### src/rtl/clkgen_ctrl.sv
module clkgen_ctrl #(
  parameter int WD_W      = 16,
  parameter int PULSE_CYC = 8
) (
  input  logic            clk,
  input  logic            rst_n,
  input  logic            pg_stop_n,
  input  logic            pci_stop_pin,
  input  logic [7:0]      strap_in,
  input  logic            cpu_phase,
  input  logic            pci_phase,
  input  logic            reg_wr,
  input  logic [WD_W-1:0] wd_load,
  input  logic            wd_en,
  input  logic            sel_ovr_en,
  input  logic            sel_ovr_val,
  output logic [7:0]      straps_q,
  output logic            straps_valid,
  output logic            strap_oe,
  output logic            pci8_oe,
  output logic            cpu_en,
  output logic            pci_en,
  output logic            pcif_en,
  output logic            other_en,
  output logic            sel24,
  output logic            wd_rst_n
);
  localparam int PW       = $clog2(PULSE_CYC + 1);
  localparam int MODE_BIT = 6;
  localparam int SEL_BIT  = 7;

  logic [1:0]      pg_sync, ps_sync;
  logic            latched;
  logic [WD_W-1:0] wd_cnt;
  logic [PW-1:0]   pls;

  always_ff @(posedge clk or negedge rst_n)
    if (!rst_n) begin
      pg_sync <= 2'b00;
      ps_sync <= 2'b11;
    end else begin
      pg_sync <= {pg_sync[0], pg_stop_n};
      ps_sync <= {ps_sync[0], pci_stop_pin};
    end

  always_ff @(posedge clk or negedge rst_n)
    if (!rst_n) begin
      latched  <= 1'b0;
      straps_q <= '0;
    end else if (!latched && pg_sync[1]) begin
      latched  <= 1'b1;
      straps_q <= strap_in;
    end

  wire mode    = straps_q[MODE_BIT];
  wire cpu_req = latched & pg_sync[1];
  wire pci_req = latched & ~(mode & ~ps_sync[1]);

  always_ff @(posedge clk or negedge rst_n)
    if (!rst_n) begin
      cpu_en  <= 1'b0;
      pci_en  <= 1'b0;
      pcif_en <= 1'b0;
    end else begin
      if (!cpu_phase) cpu_en <= cpu_req;
      if (!pci_phase) begin
        pci_en  <= pci_req;
        pcif_en <= latched;
      end
    end

  assign straps_valid = latched;
  assign strap_oe     = latched;
  assign other_en     = latched;
  assign pci8_oe      = latched & ~mode;
  assign sel24        = sel_ovr_en ? sel_ovr_val : straps_q[SEL_BIT];

  always_ff @(posedge clk or negedge rst_n)
    if (!rst_n) begin
      wd_cnt <= '0;
      pls    <= '0;
    end else begin
      if (pls != '0) pls <= pls - PW'(1);
      if (reg_wr)
        wd_cnt <= wd_load;
      else if (wd_cnt == WD_W'(1)) begin
        wd_cnt <= '0;
        if (wd_en) pls <= PW'(PULSE_CYC);
      end else if (wd_cnt != '0)
        wd_cnt <= wd_cnt - WD_W'(1);
      else if (pls == PW'(1))
        wd_cnt <= wd_load;
    end

  assign wd_rst_n = (pls == '0);
endmodule

### config.mk
export PLATFORM = sky130hd
export DESIGN_NAME = clkgen_ctrl
export DESIGN_NICKNAME = d
export VERILOG_FILES = /design/src/rtl/clkgen_ctrl.sv
export SDC_FILE = /design/constraint.sdc
export NUM_CORES = 1
export LEC_CHECK = 0
export CAP_MARGIN = 20
export CORE_UTILIZATION = 43
export CTS_CLUSTER_SIZE = 28
export DETAILED_ROUTE_END_ITERATION = 10
export GPL_TIMING_DRIVEN = 0
export PLACE_DENSITY_LB_ADDON = 0.1
export SLEW_MARGIN = 15
export SYNTH_ARGS = -nofsm -noshare
export SYNTH_HDL_FRONTEND = slang
export SYNTH_SLANG_ARGS = --single-unit
### constraint.sdc
create_clock -name clk -period 2.1 [get_ports clk]
set_input_delay 0.21 -clock clk [delete_from_list [all_inputs] [get_ports clk]]
set_output_delay 0.21 -clock clk [all_outputs]
set_load 0.03 [all_outputs]
==> results.md <==
* Routed WL at 4115 um
* Via count at 1490
* VDD IR max at 0.0005634 V
* IO Pins at 51
* Clk sink count at 36
* Sw Pwr at 725.7 uW
* TritonCTS clock tree: yes
* Die width at 67.69 um
* Row count at 23
* Die area at 4582 um^2
* RSZ-0062 raised after global routing: true
* CTS buffer count at 5
* Sw Ratio at 0.3253
* Synth unique cells at 39
* Global-route wire length before repair at 6279 um
* # fillers at 320
* Slew HR at 0.5896
* Vias in the first global route at 1375
* Setup Crit Path Kind: register to register
* Crit-path max FO at 5
* Clk slew on worst S/H paths at 0.07 ns
* Layout Utilization at 0.6605
* Startpoint types: register
* Leakage at 1.079 nW
* CP arrival at 2.26 ns
* Post-synthesis net count at 211
* Register share of total power at 0.413
* Clock network power share at 0.269
* Clk buf depth at 2
* Synthesized area at 1856 um^2
* Cell Int Power at 1.505 mW
* Port Buffers at 50
* Pwr Density at 832.4 nW/um^2
* GRT Overall Usage at 0.1925
* Final setup violation count at 0
* Starting Density at 0.4573
* Crit path capture type: register
* Gate Count Post-Synth at 171
* Status: finished clean
* Drt via density at 5.156
* Iter 0 DRT Violations at 62
* Yosys warning total at 0
* Tightest Pin Transition at 0.6156 ns
* Number of synthesized register bits at 36
* WL/cell at 14.24 um
* Final Hold Viols at 0
* Final min period at 2.084 ns
* Drt drc at 0
* Global placer's final weighted congestion at 0.8277
* Ranking of synthesized cells by area: dfrtp_1 46%, xnor2_1 6.6%, mux2_2 6.1%, ha_1 4.0%, nor2_1 3.4%
* Initial antenna violation count at 0
* Grt ovf at 0
* Yosys top cell area share at 0.4585
* Setup TNS at 0 ns
* Final Max Tran Viols at 0
* Final Net Count at 278
* Ant diodes at 0
* Post-synthesis sequential area ratio at 0.4869
* Root Buffer: clkbuf_8
* Die H at 67.69 um
* Hold_ws at 0.3309 ns
* Logic pwr share at 0.318
* Core footprint at 4058 um^2
* Final ANT Viol Nets at 0
* Clock skew at 0.004356 ns
* P&R area growth vs syn at 44.44%
* Largest net degree at the start of global routing at 22
* Leading area contributor after synthesis: dfrtp_1
* Required time of the critical path at 2.28 ns
* Clk_lat worst skew at 0.29 ns
* Max-cap violation count at 0
* Period utilization at 0.9923
* FMAX at 479.9 MHz
* Share of cells above drive strength 1 at 0.2134
* Type of the most critical hold path: input port to register
* First-pass DRT Iterations at 4
* H-tree depth at 2
* Syn_area_per_cell at 10.85 um^2
* DP HPWL at 2935 um
* Pwr Total at 2.231 mW
==> logic make-up after synthesis <==
group | Yosys count | synth area share
AOI/OAI and AO/OA | 30 | 0.1146
xor gates and xnor gates | 15 | 0.07080
adders and majority gates | 6 | 0.04046
buffers and inverters | 11 | 0.03034
DFF | 36 | 0.4869
muxes | 10 | 0.06069
and+or+nand+nor | 63 | 0.1962
==> power groups by stage <==
| stage | Sequential, mW | Clock [mW] | Combinational [mW] |
|---|---|---|---|
| 6_report | 0.921 | 0.600 | 0.710 |
| 5_1_grt | 0.934 | 0.640 | 0.792 |
| 4_1_cts | 0.920 | 0.618 | 0.713 |
| 3_5_place_dp | 0.933 | 0 | 0.667 |
| 3_3_place_gp | 0.926 | 0 | 0.637 |
| 2_1_floorplan | 0.957 | 0 | 0.403 |
==> Yosys cell counts <==
cell type / number
a31o_2: 1
or4_4: 2
o21ai_2: 2
nand4_1: 1
xor2_1: 1
dfrtp_1: 34
nand2_2: 1
a22oi_1: 1
a211o_1: 2
xnor2_1: 14
nor3_2: 3
o21ai_1: 2
o211ai_2: 1
nand3_1: 3
o31ai_1: 2
nor4_2: 1
ha_1: 6
inv_1: 6
a21oi_1: 2
or2_2: 1
nand2_1: 15
buf_6: 1
a211oi_1: 7
nor2b_1: 4
nor4_1: 3
a311oi_1: 1
o21ai_0: 7
clkbuf_1: 2
mux2_2: 10
o21bai_2: 1
or3b_2: 1
dfstp_2: 2
or4_1: 1
nor4_4: 2
a31oi_1: 1
nor2_1: 17
nor3_1: 6
or3_1: 2
buf_4: 2
==> state kept, by name, summed over array words and instances, names as in the netlist <==
| signal | cells |
|---|---|
| pls | 4 |
| pci_en | 1 |
| straps_q | 8 |
| other_en | 1 |
| pg_sync | 2 |
| wd_cnt | 16 |
| cpu_en | 1 |
| pcif_en | 1 |
| ps_sync | 2 |
==> metrics by stage <==
stage	cell area (um^2)	cells	setup WS [ns]
6_report	2680	289	0.01621
5_1_grt	2680	289	-0.04960
4_1_cts	2648	287	0.007779
3_5_place_dp	2441	272	-0.2041
3_3_place_gp	2419	271	-0.1575
2_1_floorplan	1856	171	0.1092
==> path summary, 6_finish.rpt <==
path	from	endpoint	slack, ns	depth (start not counted)
setup / recovery	wd_cnt[6]$_DFFE_PN0P_	wd_cnt[13]$_DFFE_PN0P_	0.02	5
hold / removal	pci_stop_pin	ps_sync[0]$_DFF_PN1_	0.33	1
setup reg to reg	wd_cnt[6]$_DFFE_PN0P_	wd_cnt[13]$_DFFE_PN0P_	0.02	5
hold reg to reg	pg_sync[0]$_DFF_PN0_	pg_sync[1]$_DFF_PN0_	0.35	0
max in group asynchronous	rst_n	ps_sync[1]$_DFF_PN1_	1.18	3
min in group asynchronous	rst_n	wd_cnt[7]$_DFFE_PN0P_	0.39	2
==> cell usage in the layout, fill, tap and decap left out, types with 2 or more instances in the layout <==
cell type        Yosys  layout
clkbuf_8             0       5
o21ai_1              2       2
a21oi_1              2       2
nor2_1              17      17
a211o_1              2       2
o21ai_2              2       2
or4_4                2       3
dfstp_2              2       2
a211oi_1             7       7
o21ai_0              7       7
inv_1                6       6
nor2b_1              4       4
nand3_1              3       3
clkdlybuf4s50_1      0      48
nor3_4               0       2
clkbuf_1             2       3
nor4_4               2       3
nand2_1             15      15
buf_4                2      10
nor4_1               3       3
o31ai_1              2       2
ha_1                 6       6
or3_1                2       2
mux2_2              10      10
nor3_1               6       6
dfrtp_1             34      34
xnor2_1             14      14
==> critical path, cell delays in order, from the launching register on <==
cell and delay [ns]:
dfrtp_1 0.39, or4_4 0.58, or4_4 0.50, nor4_4 0.26, xnor2_1 0.18, o21ai_2 0.06
==> final cells by class <==
type	instances	area, um^2	share of cell area
Clock buffer	6	72.57	0.02708
Clock inverter	2	35.03	0.01307
Sequential cell	36	903.4	0.3371
Buffer	5	33.78	0.01261
Inverter	6	22.52	0.008403
Timing Repair Buffer	60	595.6	0.2222
Tap cell	50	62.56	0.02334
Multi-Input combinational cell	124	954.7	0.3562
==> routing by layer <==
layer / part of all wire / vias up / GRT usage
li1: - / 739 / -
met1: 0.44 / 718 / 0.2386
met2: 0.50 / 26 / 0.3106
met3: 0.032 / 7 / 0.04054
met5: 0 / - / 0
met4: 0.019 / 0 / 0.1037
==> what timing repair did <==
action	CTS	global route
resized for setup	7	3
hold buffers	1	0
pin swaps	5	3
hold endpoints to repair	15	0
setup buffers	6	2
setup endpoints to repair	20	20
No activity file was read; power rests on OpenSTA's default activity.
